--- config.mk ---
export PLATFORM = sky130hd
export DESIGN_NAME = usb_bus_evt_ctrl
export DESIGN_NICKNAME = d
export VERILOG_FILES = /design/src/rtl/usb_evt_pkg.sv /design/src/rtl/usb_line_sync.sv /design/src/rtl/usb_ms_timer.sv /design/src/rtl/usb_se0_fsm.sv /design/src/rtl/usb_pwr_fsm.sv /design/src/rtl/usb_bus_evt_ctrl.sv
export SDC_FILE = /design/constraint.sdc
export NUM_CORES = 1
export LEC_CHECK = 0
export ABC_AREA = 0
export BUFFER_PORTS_ARGS = -buffer_cell sky130_fd_sc_hd__buf_2
export CORE_MARGIN = 3
export CORE_UTILIZATION = 53
export DETAILED_ROUTE_END_ITERATION = 6
export PLACE_DENSITY_LB_ADDON = 0.12
export SLEW_MARGIN = 20
export SYNTH_ARGS = -nofsm -noshare
export SYNTH_HDL_FRONTEND = slang
export SYNTH_HIERARCHICAL = 1
export SYNTH_SLANG_ARGS = --single-unit
--- constraint.sdc ---
create_clock -name clk -period 2.3 [get_ports clk]
set_input_delay 0.115 -clock clk [delete_from_list [all_inputs] [get_ports clk]]
set_output_delay 0.115 -clock clk [all_outputs]
set_load 0.005 [all_outputs]
--- src/rtl/usb_evt_pkg.sv ---
package usb_evt_pkg;
    // line state as {D+, D-}
    typedef enum logic [1:0] {
        LN_SE0 = 2'b00,
        LN_K   = 2'b01,
        LN_J   = 2'b10,
        LN_SE1 = 2'b11
    } line_e;

    localparam int NUM_EVT = 4;
    localparam int DW      = 8;
    localparam int FLG_RES = 0;
    localparam int FLG_EOP = 1;
    localparam int FLG_SUS = 2;
    localparam int FLG_RST = 3;

    localparam logic ADDR_EN  = 1'b0;
    localparam logic ADDR_FLG = 1'b1;
endpackage

--- src/rtl/usb_line_sync.sv ---
module usb_line_sync
    import usb_evt_pkg::*;
(
    input  logic  clk,
    input  logic  rst_n,
    input  logic  dp_i,
    input  logic  dm_i,
    output line_e line_o,
    output logic  chg_o
);
    logic [1:0] meta_q;
    logic [1:0] sync_q;
    logic [1:0] prev_q;

    always_ff @(posedge clk or negedge rst_n) begin
        if (!rst_n) begin
            meta_q <= LN_J;
            sync_q <= LN_J;
            prev_q <= LN_J;
        end else begin
            meta_q <= {dp_i, dm_i};
            sync_q <= meta_q;
            prev_q <= sync_q;
        end
    end

    assign line_o = line_e'(sync_q);
    assign chg_o  = (sync_q != prev_q);
endmodule

--- src/rtl/usb_ms_timer.sv ---
module usb_ms_timer #(
    parameter int CYC_PER_MS = 48000,
    parameter int LIMIT_MS   = 10
) (
    input  logic clk,
    input  logic rst_n,
    input  logic clr_i,
    output logic hit_o
);
    localparam int CW = (CYC_PER_MS > 1) ? $clog2(CYC_PER_MS) : 1;
    localparam int MW = $clog2(LIMIT_MS + 1);

    logic [CW-1:0] cyc_q;
    logic [MW-1:0] ms_q;

    assign hit_o = (ms_q == MW'(LIMIT_MS));

    always_ff @(posedge clk or negedge rst_n) begin
        if (!rst_n) begin
            cyc_q <= '0;
            ms_q  <= '0;
        end else if (clr_i) begin
            cyc_q <= '0;
            ms_q  <= '0;
        end else if (!hit_o) begin
            if (cyc_q == CW'(CYC_PER_MS - 1)) begin
                cyc_q <= '0;
                ms_q  <= ms_q + 1'b1;
            end else begin
                cyc_q <= cyc_q + 1'b1;
            end
        end
    end
endmodule

--- src/rtl/usb_se0_fsm.sv ---
module usb_se0_fsm
    import usb_evt_pkg::*;
#(
    parameter int BIT_CYCLES = 4
) (
    input  logic  clk,
    input  logic  rst_n,
    input  line_e line_i,
    input  logic  rst_hit_i,
    output logic  eop_evt_o,
    output logic  rst_evt_o
);
    localparam int BW = $clog2(BIT_CYCLES + 2);

    typedef enum logic [1:0] {SE_IDLE, SE_SHORT, SE_EOP, SE_RST} se_st_e;

    se_st_e        st_q, st_d;
    logic [BW-1:0] cnt_q;
    logic          is_se0;

    assign is_se0 = (line_i == LN_SE0);

    always_ff @(posedge clk or negedge rst_n) begin
        if (!rst_n) begin
            st_q  <= SE_IDLE;
            cnt_q <= BW'(1);
        end else begin
            st_q  <= st_d;
            cnt_q <= (st_q == SE_SHORT) ? cnt_q + 1'b1 : BW'(1);
        end
    end

    always_comb begin
        st_d = st_q;
        unique case (st_q)
            SE_IDLE:  if (is_se0) st_d = (BIT_CYCLES <= 1) ? SE_EOP : SE_SHORT;
            SE_SHORT: begin
                if (!is_se0)                            st_d = SE_IDLE;
                else if (rst_hit_i)                     st_d = SE_RST;
                else if (int'(cnt_q) + 1 >= BIT_CYCLES) st_d = SE_EOP;
            end
            SE_EOP: begin
                if (!is_se0)        st_d = SE_IDLE;
                else if (rst_hit_i) st_d = SE_RST;
            end
            SE_RST:   if (!is_se0) st_d = SE_IDLE;
            default:  st_d = SE_IDLE;
        endcase
    end

    always_comb begin
        eop_evt_o = 1'b0;
        rst_evt_o = 1'b0;
        unique case (st_q)
            SE_SHORT: rst_evt_o = is_se0 && rst_hit_i;
            SE_EOP: begin
                rst_evt_o = is_se0 && rst_hit_i;
                eop_evt_o = (line_i == LN_J);
            end
            SE_IDLE, SE_RST: ;
            default: ;
        endcase
    end
endmodule

--- src/rtl/usb_pwr_fsm.sv ---
module usb_pwr_fsm
    import usb_evt_pkg::*;
(
    input  logic  clk,
    input  logic  rst_n,
    input  line_e line_i,
    input  logic  chg_i,
    input  logic  idle_hit_i,
    input  logic  susp_clr_i,
    output logic  idle_clr_o,
    output logic  susp_evt_o,
    output logic  res_evt_o,
    output logic  clk_en_o
);
    typedef enum logic [1:0] {PW_ACTIVE, PW_SUSPEND, PW_WAKE} pw_st_e;

    pw_st_e st_q, st_d;

    always_ff @(posedge clk or negedge rst_n) begin
        if (!rst_n) st_q <= PW_ACTIVE;
        else        st_q <= st_d;
    end

    always_comb begin
        st_d = st_q;
        unique case (st_q)
            PW_ACTIVE:  if (idle_hit_i) st_d = PW_SUSPEND;
            PW_SUSPEND: if (chg_i)      st_d = PW_WAKE;
            PW_WAKE:    if (susp_clr_i) st_d = PW_ACTIVE;
            default:    st_d = PW_ACTIVE;
        endcase
    end

    always_comb begin
        susp_evt_o = 1'b0;
        res_evt_o  = 1'b0;
        clk_en_o   = 1'b0;
        idle_clr_o = 1'b1;
        unique case (st_q)
            PW_ACTIVE: begin
                clk_en_o   = 1'b1;
                susp_evt_o = idle_hit_i;
                idle_clr_o = chg_i || (line_i == LN_SE0);
            end
            PW_SUSPEND: res_evt_o = chg_i;
            PW_WAKE:    ;
            default:    ;
        endcase
    end
endmodule

--- src/rtl/usb_bus_evt_ctrl.sv ---
module usb_bus_evt_ctrl
    import usb_evt_pkg::*;
#(
    parameter int CLK_HZ     = 48_000_000,
    parameter int RESET_MS   = 10,
    parameter int SUSPEND_MS = 3,
    parameter int BIT_CYCLES = 4
) (
    input  logic          clk,
    input  logic          rst_n,
    input  logic          dp_i,
    input  logic          dm_i,
    input  logic          reg_wr_en,
    input  logic          reg_addr,
    input  logic [DW-1:0] reg_wdata,
    output logic [DW-1:0] reg_rdata,
    output logic          irq_o,
    output logic          sie_clk_en_o
);
    localparam int CYC_PER_MS = CLK_HZ / 1000;

    line_e              line;
    logic               chg, rst_hit, idle_hit, idle_clr;
    logic               eop_evt, rst_evt, susp_evt, res_evt;
    logic [NUM_EVT-1:0] en_q, flag_q, set_v, clr_v;
    logic               unused_wbits;

    usb_line_sync u_sync (
        .clk(clk), .rst_n(rst_n), .dp_i(dp_i), .dm_i(dm_i),
        .line_o(line), .chg_o(chg)
    );

    usb_ms_timer #(.CYC_PER_MS(CYC_PER_MS), .LIMIT_MS(RESET_MS)) u_rst_tmr (
        .clk(clk), .rst_n(rst_n), .clr_i(line != LN_SE0), .hit_o(rst_hit)
    );

    usb_ms_timer #(.CYC_PER_MS(CYC_PER_MS), .LIMIT_MS(SUSPEND_MS)) u_idle_tmr (
        .clk(clk), .rst_n(rst_n), .clr_i(idle_clr), .hit_o(idle_hit)
    );

    usb_se0_fsm #(.BIT_CYCLES(BIT_CYCLES)) u_se0 (
        .clk(clk), .rst_n(rst_n), .line_i(line), .rst_hit_i(rst_hit),
        .eop_evt_o(eop_evt), .rst_evt_o(rst_evt)
    );

    usb_pwr_fsm u_pwr (
        .clk(clk), .rst_n(rst_n), .line_i(line), .chg_i(chg),
        .idle_hit_i(idle_hit), .susp_clr_i(clr_v[FLG_SUS]),
        .idle_clr_o(idle_clr), .susp_evt_o(susp_evt), .res_evt_o(res_evt),
        .clk_en_o(sie_clk_en_o)
    );

    always_comb begin
        set_v          = '0;
        set_v[FLG_RES] = res_evt;
        set_v[FLG_EOP] = eop_evt;
        set_v[FLG_SUS] = susp_evt;
        set_v[FLG_RST] = rst_evt;
    end

    assign clr_v = (reg_wr_en && reg_addr == ADDR_FLG) ? reg_wdata[NUM_EVT-1:0] : '0;

    always_ff @(posedge clk or negedge rst_n) begin
        if (!rst_n) begin
            en_q   <= '0;
            flag_q <= '0;
        end else begin
            if (reg_wr_en && reg_addr == ADDR_EN) en_q <= reg_wdata[NUM_EVT-1:0];
            flag_q <= (flag_q & ~clr_v) | set_v;
        end
    end

    assign unused_wbits = ^reg_wdata[DW-1:NUM_EVT];
    assign reg_rdata    = {{(DW-NUM_EVT){1'b0}}, (reg_addr == ADDR_EN) ? en_q : flag_q};
    assign irq_o        = |(flag_q & en_q);
endmodule

Yosys cells after proc, flatten, opt, wreduce, memory -nomap -nowiden
Index checks and enable logic that the tools add are counted.

Bits in registers: 59. Bits of input ports: 14. Output and inout port bits: 10. Logic and storage cells: 93.

Add/sub/neg operators: 6. $lt $le $gt $ge: 1. Eq/ne operators: 20. Mux-type cells: 33. Bitwise gates (word level): 5. Reduce and logical (&&, ||, !) cells: 16.

Operator list (count): two-way mux 16 bit (6); adder 16 x 1 -> 16 bit (second input constant) (2); == test 16 bit (second input constant) (2); >= comparator 32 x 4 -> 1 bit (second input constant) (1); two-way mux 2 bit (13); two-way mux 4 bit (5); == test 2 bit (second input constant) (5); bitwise AND 4 bit (2); != test 2 bit (second input constant) (4); one-hot mux 2 bit (4 select lines) (1); zero test 2 bit (3); two-way mux 1 bit (6); != test 2 x 1 -> 1 bit (second input constant) (3); one-hot mux 2 bit (3 select lines) (1); nonzero test 2 bit (3); adder 3 x 1 -> 4 bit (second input constant) (1); adder 4 x 1 -> 4 bit (second input constant) (1); == test 2 x 1 -> 1 bit (second input constant) (2); == test 4 bit (second input constant) (1); != test 4 x 3 -> 1 bit (second input constant) (1); NOT 4 bit (1); OR 4 bit (1); AND reduction 2 bit (2); AND reduction 4 bit (1); other kinds (11) (13).

Longest topological paths before layout
Word-level depth: 6. Gate-level depth with buffers: 9. Gate-level depth less buffers: 8.

Hierarchy
The synthesis kept the hierarchy.

Modules (own cells, without submodules): usb_ms_timer (u_rst_tmr) (instances 1, cells each 117, area each 1117.3 µm², sequential area each 500.5 µm²); usb_ms_timer (u_idle_tmr) (instances 1, cells each 99, area each 982.2 µm², sequential area each 450.4 µm²); usb_bus_evt_ctrl (instances 1, cells each 37, area each 450.4 µm², sequential area each 200.2 µm²); usb_se0_fsm (instances 1, cells each 36, area each 370.4 µm², sequential area each 126.4 µm²); usb_line_sync (instances 1, cells each 9, area each 175.2 µm², sequential area each 153.9 µm²); usb_pwr_fsm (instances 1, cells each 11, area each 105.1 µm², sequential area each 50.0 µm²).

Worst setup path after synthesis
No wires, ideal clock.

Path kind: reg-to-reg. From: register u_rst_tmr.ms_q[0]. To: register u_se0.st_q[0]. Setup time: 0.128 ns. Arrival: 1.832 ns. Required time: 2.172 ns. Path slack: 0.340 ns. Stages on the path, launching flop included: 10. Path buffers: 1. Clock period less this slack: 1.960 ns. Cells stage by stage: dfrtp_1 > inv_1 > ha_1 > nand3b_1 > inv_1 > clkbuf_1 > inv_2 > a2111oi_4 > o22ai_2 > mux2i_1.

Longest elaborated chain between the ends: 4. Elaborated cells on any way between the ends: 7. Classes of those cells: eq/ne: 3; mux: 3; reduce/logical: 1.

RTL lines: start: declaration (line usb_ms_timer.sv:14) `logic [MW-1:0] ms_q;`; start signal: assignment (line usb_ms_timer.sv:28) `ms_q <= ms_q + 1'b1;`; == test 4 bit (*) (line usb_ms_timer.sv:16) `assign hit_o = (ms_q == MW'(LIMIT_MS));`; net rst_hit (line usb_bus_evt_ctrl.sv:23) `logic chg, rst_hit, idle_hit, idle_clr;`; two-way mux 2 bit (line usb_se0_fsm.sv:39) `else if (rst_hit_i) st_d = SE_RST;`; two-way mux 2 bit (line usb_se0_fsm.sv:38) `if (!is_se0) st_d = SE_IDLE;`; one-hot mux 2 bit (4 select lines) (line usb_se0_fsm.sv:35) `unique case (st_q)`; end signal: assignment (line usb_se0_fsm.sv:28) `st_q <= st_d;`; end: declaration (line usb_se0_fsm.sv:17) `se_st_e st_q, st_d;`.

Mark *: on every way through the listed nets, which the timed path passes. The rest lies on a longest branch. A chain may end at the register's enable or synchronous reset.

Worst setup path after layout
From: register u_rst_tmr.cyc_q[7]. To: register u_rst_tmr.ms_q[1].

Longest elaborated chain between the ends: 3.

RTL lines: start: declaration (line usb_ms_timer.sv:13) `logic [CW-1:0] cyc_q;`; start signal: assignment (line usb_ms_timer.sv:30) `cyc_q <= cyc_q + 1'b1;`; == test 16 bit (line usb_ms_timer.sv:26) `if (cyc_q == CW'(CYC_PER_MS - 1)) begin`; nonzero test 2 bit (no source line); AND reduction 2 bit (no source line).

No other way between the ends.

==> impl_results.md <==
* Die X at 83.71 microns
* Slew HR at 46.46%
* Pre-Repair DR Iteration Count at 4
* Clock buffer depth at 2
* Hold Path Stages at 2
* Crit Reg-Reg Startpoint: u_rst_tmr/cyc_q[7]
* Max Used Layer: met4
* Area after DPL at 3373 sq um
* Crit path DAT at 2.22 ns
* Commonest non-fill, non-tap cells in the layout: dfrtp_1, nor2_1, nand2_1, a21oi_1, buf_2
* Cells after DPL at 398
* CP Capture Type: flip-flop
* Clock Sink Count at 59
* Max-cap violations at 0
* Fin. max-slew vios at 0
* Post-layout instance area at 3591 sq um
* Clock root buffer: clkbuf_8
* Area added between synthesis and finish at 12.20%
* Initial DRC Count at 105
* First-pass GRT wire length at 10,500 microns
* Routability cong. at 0.8306
* Top delay family on crit path: simple AND/OR/NAND/NOR gates
* WP buf/inv at 0
* Die height at 83.71 microns
* CTS resizes at 0
* Antenna violations before repair at 0
* # diodes at 0
* Cts hold-fix bufs at 3
* Sequential cell area at 1481 sq um
* Worst R2R End: u_rst_tmr/ms_q[1]
* Crit path largest cell delay at 0.55 ns
* RSZ-0062 raised after global routing: false
* FP Rows at 27
* I/O pins at 24
* # DRC at 0
* Most common library cell in the layout ignoring fill and taps: dfrtp_1
* Outcome: finished clean
* CTS Buf Count at 9
* WP data required at 2.51 ns
* Clk Latency, worst-skew pair at 0.33 ns
* Starting Density at 56.39%
* Per-cell routed wire length at 14.06 microns
* Hpwl dp at 4048 microns
* Peak supply drop at 0.5429 mV
* Synth Flop Type: dfrtp_1
* Met3 WL at 175 microns
* Worst reg-to-reg path cell count at 4
* Power per cell area at 678.1 nW/um^2
* Final Cycle Share at 87.42%
* Lkg Pwr at 1.594 nW
* Setup Skew at 0.009477 ns
* Worst path slowest cell: or4_1
* Remaining global-route overflow at 0
* Hold path startpoint: reg_wdata[0]
* Met2 wire length at 2703 microns
* Worst Hold Endpoint: en_q[0]
* Syn Inst Count at 309
* Top achievable clock speed at 0.4973 GHz
* FF+latch count, synth at 59
* Non-Filler Instances at 417
* Post-route ant nets at 0
* R2R setup slack at 0.29 ns
* Sequential element share of the synthesized area at 46.29%
* Worst Hold Class: in2reg
* Total chip power at 2.435 mW
* M1 WL at 2918 microns
* TritonCTS clock tree: yes
* Yosys Warn Count at 6
* Netlist cell types at 68
* H-tree depth at 3
* Largest net degree at the start of global routing at 26
* Mapped Avg Cell Area at 10.36 sq um
* Core area at 5675 sq um
* Setup violators final at 0
* Multi-input gate area at 1610 sq um
* Setup TNS at 0 ns
* Final hold vios at 0
* Post CTS Setup Buffer Count at 0
* Full die area at 7007 sq um
* Largest fanout on the critical path at 7
* EDFF count, synth at 0
* Clock slew at reported path FFs at 0.07 ns
* Post-Route WL at 5863 microns
* Crit-path cells: or3b_1 > or4_1 > and3_2 > a221o_1
* Vias at 2,352
* WHS at 0.03350 ns
* Cell area after synthesis at 3201 sq um
* Startpoint Class: flip-flop
* Filler Cell Count at 470
* Final #Nets at 365
* Crit path time final at 2.011 ns
* FFs w/ async S/R, synth at 100.0%
* Proportion of layout cells with a drive suffix above 1 at 19.71%
* I/O Buffers at 15
* Actual slew at the worst max-slew pin at 0.7958 ns
* GR Util All Layers at 18.42%
* Vias per cell at 5.640
* Vias in the first global route at 2,329
* Critical path type: reg2reg
sequential cells by signal, summed over array words and instances, names as in the netlist:
| register | flops |
|---|---|
| u_sync/meta_q | 2 |
| u_se0/st_q | 2 |
| u_sync/line_o | 2 |
| en_q | 4 |
| u_pwr/st_q | 2 |
| u_rst_tmr/ms_q | 4 |
| u_rst_tmr/cyc_q | 16 |
| u_idle_tmr/cyc_q | 16 |
| flag_q | 4 |
| u_se0/cnt_q | 3 |
| u_sync/prev_q | 2 |
| u_idle_tmr/ms_q | 2 |
stage by stage:
stage | setup WS [ns] | utilization (%)
floorplan | 0.3404 | -
global placement | 0.3096 | 59.44
detailed placement | 0.2964 | 59.44
CTS | 0.2830 | 63.27
global route | 0.09076 | 63.27
finish | 0.2892 | 63.27
how the worst max path moves through the flow:
stage                       start             endpoint  cells past startpoint
6_report       u_rst_tmr/cyc_q[7]    u_rst_tmr/ms_q[1]                      4
5_1_grt          u_sync/line_o[1]  u_rst_tmr/cyc_q[15]                      5
4_1_cts          u_sync/line_o[1]  u_rst_tmr/cyc_q[15]                      5
3_5_place_dp     u_sync/line_o[1]  u_rst_tmr/cyc_q[15]                      5
3_3_place_gp   u_rst_tmr/cyc_q[7]    u_rst_tmr/ms_q[1]                      4
2_1_floorplan   u_rst_tmr/ms_q[0]        u_se0/st_q[0]                      9
routing by layer:
metal	vias to the layer above	global-route usage [%]
li1	1169	-
met1	1147	24.56
met2	31	28.56
met3	5	4.047
met4	0	8.626
met5	-	0
cells by family (layout without fill, tap and decap cells):
kind of cell	count (synthesis)	after routing	share of synthesized area [%]
buffers and inverters	22	55	3.753
AND/OR/NAND/NOR	135	135	25.26
XOR/XNOR	21	21	5.747
flip-flops	59	59	46.29
AO/OA/AOI/OAI	50	50	10.87
multiplexers	10	10	3.675
other	1	4	0.1172
adder cells (fa/ha/maj)	11	11	4.300
final cells by class:
class / count / area share, %
timing repair buffer: 28 / 5.017
inverter: 11 / 1.150
multi-input combinational: 231 / 44.84
clock inverter: 2 / 0.9756
clock buffer: 14 / 4.251
tap: 72 / 2.509
sequential: 59 / 41.25
power by group:
group	internal, mW	switching, mW
clock network	0.531	0.388
registers	1.11	0.0516
logic	0.166	0.188
total	1.81	0.628
cell usage after synthesis (4+ instances only):
cell type | number | area (sq um)
ha_1 | 11 | 137.6
nor3_1 | 6 | 30.03
nand4_1 | 8 | 50.05
o21ai_0 | 9 | 45.04
nand2_1 | 17 | 63.81
nor3b_1 | 4 | 30.03
dfstp_2 | 4 | 105.1
nand3_1 | 13 | 65.06
nor2_1 | 30 | 112.6
inv_1 | 10 | 37.54
or3_1 | 7 | 43.79
dfrtp_1 | 55 | 1376
xor2_1 | 9 | 78.83
and2_1 | 7 | 43.79
a21oi_1 | 17 | 85.08
xnor2_1 | 12 | 105.1
or4_1 | 5 | 37.54
mux2_2 | 4 | 45.04
nor4_1 | 6 | 37.54
and3_2 | 4 | 30.03
buf_4 | 4 | 30.03
worst register-to-register path: stages, from the launching register on:
cell	delay, ns
dfrtp_1	0.44
or3b_1	0.40
or4_1	0.55
and3_2	0.27
a221o_1	0.25
(Power assumes the default switching activity.)
